<file path="src/rtl/dwalu_pkg.sv">
package dwalu_pkg;
  localparam int unsigned DATA_W   = 16;
  localparam int unsigned FLAG_W   = 8;
  localparam int unsigned OPCODE_W = 3;

  localparam logic [OPCODE_W-1:0] OP_ADD = 3'b000;
  localparam logic [OPCODE_W-1:0] OP_SUB = 3'b001;
  localparam logic [OPCODE_W-1:0] OP_AND = 3'b010;
  localparam logic [OPCODE_W-1:0] OP_OR  = 3'b011;
  localparam logic [OPCODE_W-1:0] OP_XOR = 3'b100;

  // bit positions inside the status byte (consumed by the flag register)
  localparam int unsigned FB_CARRY = 0;
  localparam int unsigned FB_PAR   = 2;
  localparam int unsigned FB_AUX   = 4;
  localparam int unsigned FB_ZERO  = 6;
  localparam int unsigned FB_SIGN  = 7;

  typedef struct packed {
    logic carry;
    logic aux;
    logic ovf;
  } arith_st_t;
endpackage

</file>
<file path="src/rtl/dwalu_addsub.sv">
module dwalu_addsub #(
  parameter int unsigned W      = 16,
  parameter int unsigned NIB_W  = 4
) (
  input  logic [W-1:0]          a,
  input  logic [W-1:0]          b,
  input  logic                  sub,
  input  logic                  wide,
  output logic [W-1:0]          sum,
  output dwalu_pkg::arith_st_t  st
);
  localparam int unsigned HW = W / 2;

  logic [W-1:0] b_eff;
  logic [W:0]   full;
  logic         c_nib, c_half, c_top, c_sel;
  logic         a_msb, b_msb, s_msb;

  assign b_eff = sub ? ~b : b;
  assign full  = {1'b0, a} + {1'b0, b_eff} + {{W{1'b0}}, sub};

  // carry into bit k recovered from the sum bit: a ^ b ^ s
  assign c_nib  = a[NIB_W] ^ b_eff[NIB_W] ^ full[NIB_W];
  assign c_half = a[HW] ^ b_eff[HW] ^ full[HW];
  assign c_top  = full[W];
  assign c_sel  = wide ? c_top : c_half;

  assign a_msb = wide ? a[W-1]     : a[HW-1];
  assign b_msb = wide ? b_eff[W-1] : b_eff[HW-1];
  assign s_msb = wide ? full[W-1]  : full[HW-1];

  assign sum      = full[W-1:0];
  // for subtraction a missing carry means a borrow
  assign st.carry = c_sel ^ sub;
  assign st.aux   = c_nib ^ sub;
  assign st.ovf   = (a_msb == b_msb) && (s_msb != a_msb);
endmodule

</file>
<file path="src/rtl/dwalu_logic.sv">
module dwalu_logic #(
  parameter int unsigned W = 16
) (
  input  logic [W-1:0]                     a,
  input  logic [W-1:0]                     b,
  input  logic [dwalu_pkg::OPCODE_W-1:0]   code,
  output logic [W-1:0]                     y
);
  import dwalu_pkg::*;

  always_comb begin
    unique case (code)
      OP_AND:  y = a & b;
      OP_OR:   y = a | b;
      OP_XOR:  y = a ^ b;
      default: y = a;
    endcase
  end
endmodule

</file>
<file path="src/rtl/dwalu_flaggen.sv">
module dwalu_flaggen #(
  parameter int unsigned W     = 16,
  parameter int unsigned PAR_W = 8
) (
  input  logic [W-1:0]                   res,
  input  logic                           wide,
  input  dwalu_pkg::arith_st_t           st,
  output logic [dwalu_pkg::FLAG_W-1:0]   flags,
  output logic                           ovf
);
  import dwalu_pkg::*;
  localparam int unsigned HW = W / 2;

  logic z_full, z_half, sgn;

  assign z_full = (res == '0);
  assign z_half = (res[HW-1:0] == '0);
  assign sgn    = wide ? res[W-1] : res[HW-1];

  always_comb begin
    flags           = '0;
    flags[FB_CARRY] = st.carry;
    flags[FB_PAR]   = ~(^res[PAR_W-1:0]);
    flags[FB_AUX]   = st.aux;
    flags[FB_ZERO]  = wide ? z_full : z_half;
    flags[FB_SIGN]  = sgn;
  end

  assign ovf = st.ovf;
endmodule

</file>
<file path="src/rtl/dual_width_alu.sv">
module dual_width_alu #(
  parameter int unsigned W       = dwalu_pkg::DATA_W,
  parameter int unsigned LANE_W  = 8,
  parameter int unsigned PAR_W   = 8
) (
  input  logic [15:0] op_a,
  input  logic [15:0] op_b,
  input  logic [2:0]  op_code,
  input  logic        wide,
  input  logic        out_en_n,
  output logic [15:0] result,
  output logic [7:0]  flags,
  output logic        ovf
);
  import dwalu_pkg::*;
  localparam int unsigned LANES = W / LANE_W;

  logic        is_add, is_sub, is_arith, is_logic;
  logic [W-1:0] sum, lg, raw, masked;
  arith_st_t   st_as, st_sel;

  assign is_add   = (op_code == OP_ADD);
  assign is_sub   = (op_code == OP_SUB);
  assign is_arith = is_add | is_sub;
  assign is_logic = (op_code == OP_AND) | (op_code == OP_OR) | (op_code == OP_XOR);

  dwalu_addsub #(.W(W), .NIB_W(4)) u_addsub (
    .a(op_a), .b(op_b), .sub(is_sub), .wide(wide), .sum(sum), .st(st_as)
  );

  dwalu_logic #(.W(W)) u_logic (
    .a(op_a), .b(op_b), .code(op_code), .y(lg)
  );

  assign raw = is_arith ? sum : lg;

  // lane 0 is always live, upper lanes only in wide mode
  for (genvar ln = 0; ln < LANES; ln++) begin : g_lane
    if (ln == 0) begin : g_low
      assign masked[LANE_W-1:0] = raw[LANE_W-1:0];
    end else begin : g_high
      assign masked[ln*LANE_W +: LANE_W] = wide ? raw[ln*LANE_W +: LANE_W] : '0;
    end
  end

  always_comb begin
    st_sel = '0;
    if (is_arith) st_sel = st_as;
  end

  dwalu_flaggen #(.W(W), .PAR_W(PAR_W)) u_flags (
    .res(masked), .wide(wide), .st(st_sel), .flags(flags), .ovf(ovf)
  );

  assign result = out_en_n ? '0 : masked;
endmodule

</file>
<file path="config.mk">
export PLATFORM = sky130hd
export DESIGN_NAME = dual_width_alu
export DESIGN_NICKNAME = d
export VERILOG_FILES = /design/src/rtl/dwalu_pkg.sv /design/src/rtl/dwalu_addsub.sv /design/src/rtl/dwalu_logic.sv /design/src/rtl/dwalu_flaggen.sv /design/src/rtl/dual_width_alu.sv
export SDC_FILE = /design/constraint.sdc
export NUM_CORES = 1
export LEC_CHECK = 0
export ABC_AREA = 1
export BUFFER_PORTS_ARGS = -buffer_cell sky130_fd_sc_hd__buf_2
export CAP_MARGIN = 20
export CORE_UTILIZATION = 44
export DETAILED_ROUTE_END_ITERATION = 10
export MAX_ROUTING_LAYER = met4
export PLACE_DENSITY = 0.75
export SLEW_MARGIN = 10
export SYNTH_ARGS = -nofsm -noshare
export SYNTH_HDL_FRONTEND = slang
export SYNTH_SLANG_ARGS = --single-unit
</file>
<file path="constraint.sdc">
create_clock -name vclk -period 2.9
set_clock_uncertainty 0.05 [all_clocks]
set_input_delay 0.29 -clock vclk [all_inputs]
set_output_delay 0.29 -clock vclk [all_outputs]
set_load 0.01 [all_outputs]
</file>
==> flow_metrics.env, run 1 <==
export IMPL_worstPathMaxFanout=5
export IMPL_synth_warnings=0
export IMPL_start_util=0.457
export IMPL_grt_overflow=0
export IMPL_ant_nets=0
export IMPL_end_kind="output pin"
export IMPL_drive_gt1_frac=0.409
export IMPL_critPathRequiredTime_ns=2.56
export IMPL_nNetsFinal=625
export IMPL_rows=27
export IMPL_final_cells=603
export IMPL_syn_area_per_cell_um2=6.02
export IMPL_ios=62
export IMPL_grt_pass1_vias=2817
export IMPL_totalWireLength_um=8540
export IMPL_dp_cells=588
export IMPL_fmax_ghz=0.310
export IMPL_multi_input_area_mm2=0.00254
export IMPL_grt_total_usage=0.268
export IMPL_synth_top_area_cell="ha_1"
export IMPL_syn_to_final_growth_pct=48.4
export IMPL_setup_violations=9
export IMPL_seq_cells=0
export IMPL_crit_type="input pin to output pin"
export IMPL_hold_slack_ns=0.891
export IMPL_period_minus_slack_ns=3.23
export IMPL_min_delay_path_class="input pin to output pin"
export IMPL_start_kind="input pin"
export IMPL_synthTopCellsByCount="nand2_1 (94), inv_1 (67), ha_1 (54)"
export IMPL_ys_types=42
export IMPL_coreArea_mm2=0.00551
export IMPL_max_cap_viol_count=0
export IMPL_dr_pass1_iters=5
export IMPL_finalMaxSlewViolations=0
export IMPL_drt_iter0_markers=181
export IMPL_rsz0062_at_grt="true"
export IMPL_violations="setup timing"
export IMPL_final_util=0.678
export IMPL_tightest_slew_ns=0.531
export IMPL_ys_seq_area_frac=0
export IMPL_die_w_um=77.6
export IMPL_yosysTopAreaCellShare=0.269
export IMPL_cp_arrival_ns=2.89
export IMPL_regArea_um2=0
export IMPL_antenna_found_initial=0
export IMPL_synthTopCellsByArea="ha_1 (27%), nand2_1 (14%), inv_1 (10%)"
export IMPL_timing_final_hold_violations=0
export IMPL_wl_per_cell_um=14.2
export IMPL_post_route_period_util=1.11
export IMPL_p_leak_uw=0.00204
export IMPL_dieArea_mm2=0.00602
export IMPL_fillers=463
export IMPL_drt_drc_violations_left=0
export IMPL_holdBufCountCts=0
export IMPL_clock_buffers=0
export IMPL_synth_most_common_cell="nand2_1"
export IMPL_place_congestion=0.962
export IMPL_place_port_buffers=59
export IMPL_grt_first_pass_wirelength_um=12900
export IMPL_grt_max_degree=25
export IMPL_syn_inst=418
export IMPL_synth_area_mm2=0.00252
export IMPL_via_count=3160
export IMPL_antenna_cells=0
export IMPL_die_h_um=77.6
export IMPL_hpwl_um=6320
export IMPL_status="complete, but fails checks"
export IMPL_powerDensity_mw_per_mm2=242
export IMPL_setup_slack_ns=-0.326
export IMPL_peakVddDrop_mv=0.111
export IMPL_maxSlewHeadroom=0.645
export IMPL_viasPerCell=5.24
[cells by family after synthesis]
kind of cell / after synthesis / share of synthesized area
AO/OA/AOI/OAI: 70 / 0.166
XOR/XNOR: 25 / 0.0930
adder cells (fa/ha/maj): 55 / 0.276
buffers and inverters: 83 / 0.141
other: 1 / 0.00149
AND/OR/NAND/NOR: 184 / 0.322
[critical path, cell delays in order]
cell and delay, ns:
buf_6 0.10, nor2_4 0.13, inv_4 0.06, nor2_8 0.13, buf_12 0.15, xor2_1 0.07
ha_1 0.35, nand2_2 0.09, buf_4 0.13, nor2_2 0.11, nand2_1 0.08, nand2_2 0.10
xor2_1 0.23, o22ai_2 0.15, ha_4 0.32, xnor2_2 0.11, xnor2_1 0.14, buf_2 0.15
[path summary, 6_finish.rpt]
check	start	depth (start not counted)	endpoint
min	wide	3	flags[7]
max	op_code[2]	18	flags[2]
[layer usage]
| metal | global-route usage | part of all wire | vias to the layer above |
|---|---|---|---|
| met1 | 0.342 | 0.42 | 1457 |
| li1 | - | - | 1573 |
| met2 | 0.480 | 0.51 | 117 |
| met3 | 0.00588 | 0.057 | 13 |
| met5 | - | 0 | - |
| met4 | 0.0340 | 0.015 | 0 |
[power by group]
group	internal (uW)	total (uW)	switching [uW]
combinational	415	906	491
sequential	0	0	0
clock	0	0	0
[area by class of cell]
| type | count | area share |
|---|---|---|
| Inverter | 68 | 0.0690 |
| Multi-Input combinational cell | 337 | 0.681 |
| Timing Repair Buffer | 126 | 0.226 |
| Tap cell | 72 | 0.0241 |
[metrics by stage]
stage	power, uW	area (um^2)	setup TNS (ns)	worst slack (ns)
floorplan	444	2550	-0.0539	-0.0539
global placement	704	3230	-1.06	-0.303
detailed placement	722	3230	-1.51	-0.433
CTS	775	3420	-0.573	-0.245
global route	987	3730	-2.84	-0.441
finish	906	3730	-1.19	-0.326
[cells in the final DEF (no fill, tap or decap), types with 3 or more instances in the layout]
cell / Yosys / final
buf_2: 2 / 57
conb_1: 1 / 3
nand3_1: 28 / 20
buf_6: 2 / 4
buf_4: 7 / 63
nand2_2: 6 / 26
ha_4: 0 / 7
o21ai_0: 20 / 18
o211ai_1: 11 / 11
xor2_2: 2 / 7
xnor2_1: 4 / 3
a221oi_1: 4 / 4
a31oi_1: 3 / 3
o22ai_2: 0 / 3
nor2_1: 41 / 28
inv_2: 1 / 4
a21oi_1: 22 / 12
nand4_1: 3 / 3
nor2_2: 1 / 13
ha_1: 54 / 47
a21oi_2: 0 / 8
nand3_2: 1 / 8
xor2_1: 19 / 13
inv_1: 67 / 63
nand2_1: 94 / 73
[what timing repair did]
action                     4_1_cts  5_1_grt
pin swaps                       17       25
setup buffers                    8        7
setup endpoints to repair       11       14
gates resized for setup         27       62
Note: power is estimated with default switching activity, not from simulation.
==> inputs of run 2 (changes only) <==
==> constraint.sdc (replaced) <==
create_clock -name vclk -period 2.9
set_clock_uncertainty 0.05 [all_clocks]
set_input_delay 0.58 -clock vclk [all_inputs]
set_output_delay 0.58 -clock vclk [all_outputs]
set_load 0.01 [all_outputs]
==> run 2 against run 1 <==
Net effect: the run still ends with setup timing left; global-route usage up 3.8 points; cell area up 21%; clock-buffer cell count unchanged; first-iteration DRC count up 79%; final cell count up 8.1%; critical path depth unchanged; die area unchanged; total power up 30%; critical path type unchanged.
==> flow_metrics.env, run 2 (same netlist as run 1, synthesis figures left out) <==
export IMPL_status="complete, but fails checks"
export IMPL_violations="setup timing"
export IMPL_p_clk_frac=0
export IMPL_drt_iter0_markers=324
export IMPL_setup_violations=21
export IMPL_place_congestion=1.05
export IMPL_critPathSlowestCell="ha_4"
export IMPL_drt_drc_violations_left=0
export IMPL_timing_final_hold_violations=0
export IMPL_min_delay_path_class="input pin to output pin"
export IMPL_grt_total_usage=0.306
export IMPL_end_kind="output pin"
export IMPL_grt_overflow=0
export IMPL_rows=27
export IMPL_critPathRequiredTime_ns=2.27
export IMPL_p_leak_uw=0.00239
export IMPL_power_frac_seq=0
export IMPL_cp_slowest_stage_delay_ns=0.28
export IMPL_setup_slack_ns=-1.09
export IMPL_antenna_cells=0
export IMPL_clock_buffers=0
export IMPL_final_common_cell="buf_4"
export IMPL_start_kind="input pin"
export IMPL_mostFrequentLayoutCells="buf_4 (96), nand2_1 (62), inv_1 (58), buf_2 (56), ha_1 (41)"
export IMPL_internal_power_uw=547
export IMPL_viasPerCell=5.96
export IMPL_place_port_buffers=59
export IMPL_regArea_um2=0
export IMPL_multi_input_area_mm2=0.00284
export IMPL_path_cells="buf_6 > nor2_4 > inv_4 > nor2_8 > buf_12 > buf_6 > xor2_2 > ha_4 > nand2_1 > nand2_1 > a21oi_2 > nand2_2 > xor2_2 > o21ai_2 > ha_4 > nand4_1 > nor3_2 > buf_2"
export IMPL_die_w_um=77.6
export IMPL_ant_nets=0
export IMPL_totalWireLength_um=12200
export IMPL_grt_pass1_vias=3283
export IMPL_crit_family="simple AND/OR/NAND/NOR gates"
export IMPL_wl_per_cell_um=18.7
export IMPL_fillers=284
export IMPL_placed_area_mm2=0.00357
export IMPL_drive_gt1_frac=0.540
export IMPL_tns_ns=-15.18
export IMPL_coreArea_mm2=0.00551
export IMPL_path_buf_inv=5
export IMPL_final_area_mm2=0.00451
export IMPL_syn_to_final_growth_pct=79.4
export IMPL_dr_pass1_iters=5
export IMPL_fmax_ghz=0.251
export IMPL_nNetsFinal=674
export IMPL_antenna_found_initial=0
export IMPL_grt_max_degree=25
export IMPL_worstPathMaxFanout=5
export IMPL_rsz0062_at_grt="true"
export IMPL_hold_slack_ns=1.47
export IMPL_period_minus_slack_ns=3.99
export IMPL_crit_type="input pin to output pin"
export IMPL_hpwl_um=6840
export IMPL_switching_share=0.535
export IMPL_p_comb_frac=1.000
export IMPL_grt_first_pass_wirelength_um=14600
export IMPL_start_util=0.457
export IMPL_max_cap_viol_count=0
export IMPL_die_h_um=77.6
export IMPL_ios=62
export IMPL_peakVddDrop_mv=0.150
export IMPL_cp_arrival_ns=3.36
export IMPL_p_switching_uw=630
export IMPL_via_count=3885
export IMPL_holdBufCountCts=0
export IMPL_post_route_period_util=1.38
export IMPL_finalMaxSlewViolations=0
export IMPL_dieArea_mm2=0.00602
export IMPL_worstHoldPathCells=3
export IMPL_critical_path_depth=18
export IMPL_powerDensity_mw_per_mm2=261
export IMPL_seq_cells=0
## run 2: layer usage
metal	track usage	vias up	wire length, um
li1	-	1667	-
met1	0.349	1812	4470
met2	0.545	299	5790
met3	0.0271	107	1110
met4	0.125	0	847
met5	-	-	0
## run 2: cell type report
class / count / share of cell area
tap: 72 / 0.0200
timing repair buffer: 175 / 0.294
inverter: 68 / 0.0576
multi-input combinational: 337 / 0.629
## run 2: path summary, 6_finish.rpt
| kind | start | endpoint | slack [ns] |
|---|---|---|---|
| worst max-delay path | op_code[1] | flags[6] | -1.09 |
| worst min-delay path | wide | flags[7] | 1.47 |
## run 2: tightest hold or removal path: stages
cell	delay, ns
buf_2	0.15
o21ai_1	0.08
buf_2	0.13
## run 2: timing repair
action,4_1_cts,5_1_grt
gates cloned,0,2
resized for setup,63,92
hold endpoints to repair,0,0
buffers inserted,15,15
setup endpoints to repair,21,21
pin swaps,34,52
## run 2: per-stage QoR
stage | setup slack, ns | power [uW] | utilization | std cells
after detailed placement | -0.915 | 783 | 0.649 | 626
after floorplan | -0.633 | 457 | - | 420
after CTS | -0.826 | 893 | 0.716 | 637
final | -1.09 | 1180 | 0.820 | 652
after global placement | -0.901 | 764 | 0.649 | 626
after global routing | -1.17 | 1240 | 0.820 | 652
## run 2: power by group through the flow
stage	Clock (uW)	Combinational, uW	Sequential, uW
after floorplan	0	457	0
after detailed placement	0	783	0
final	0	1180	0
after CTS	0	893	0
after global placement	0	764	0
after global routing	0	1240	0
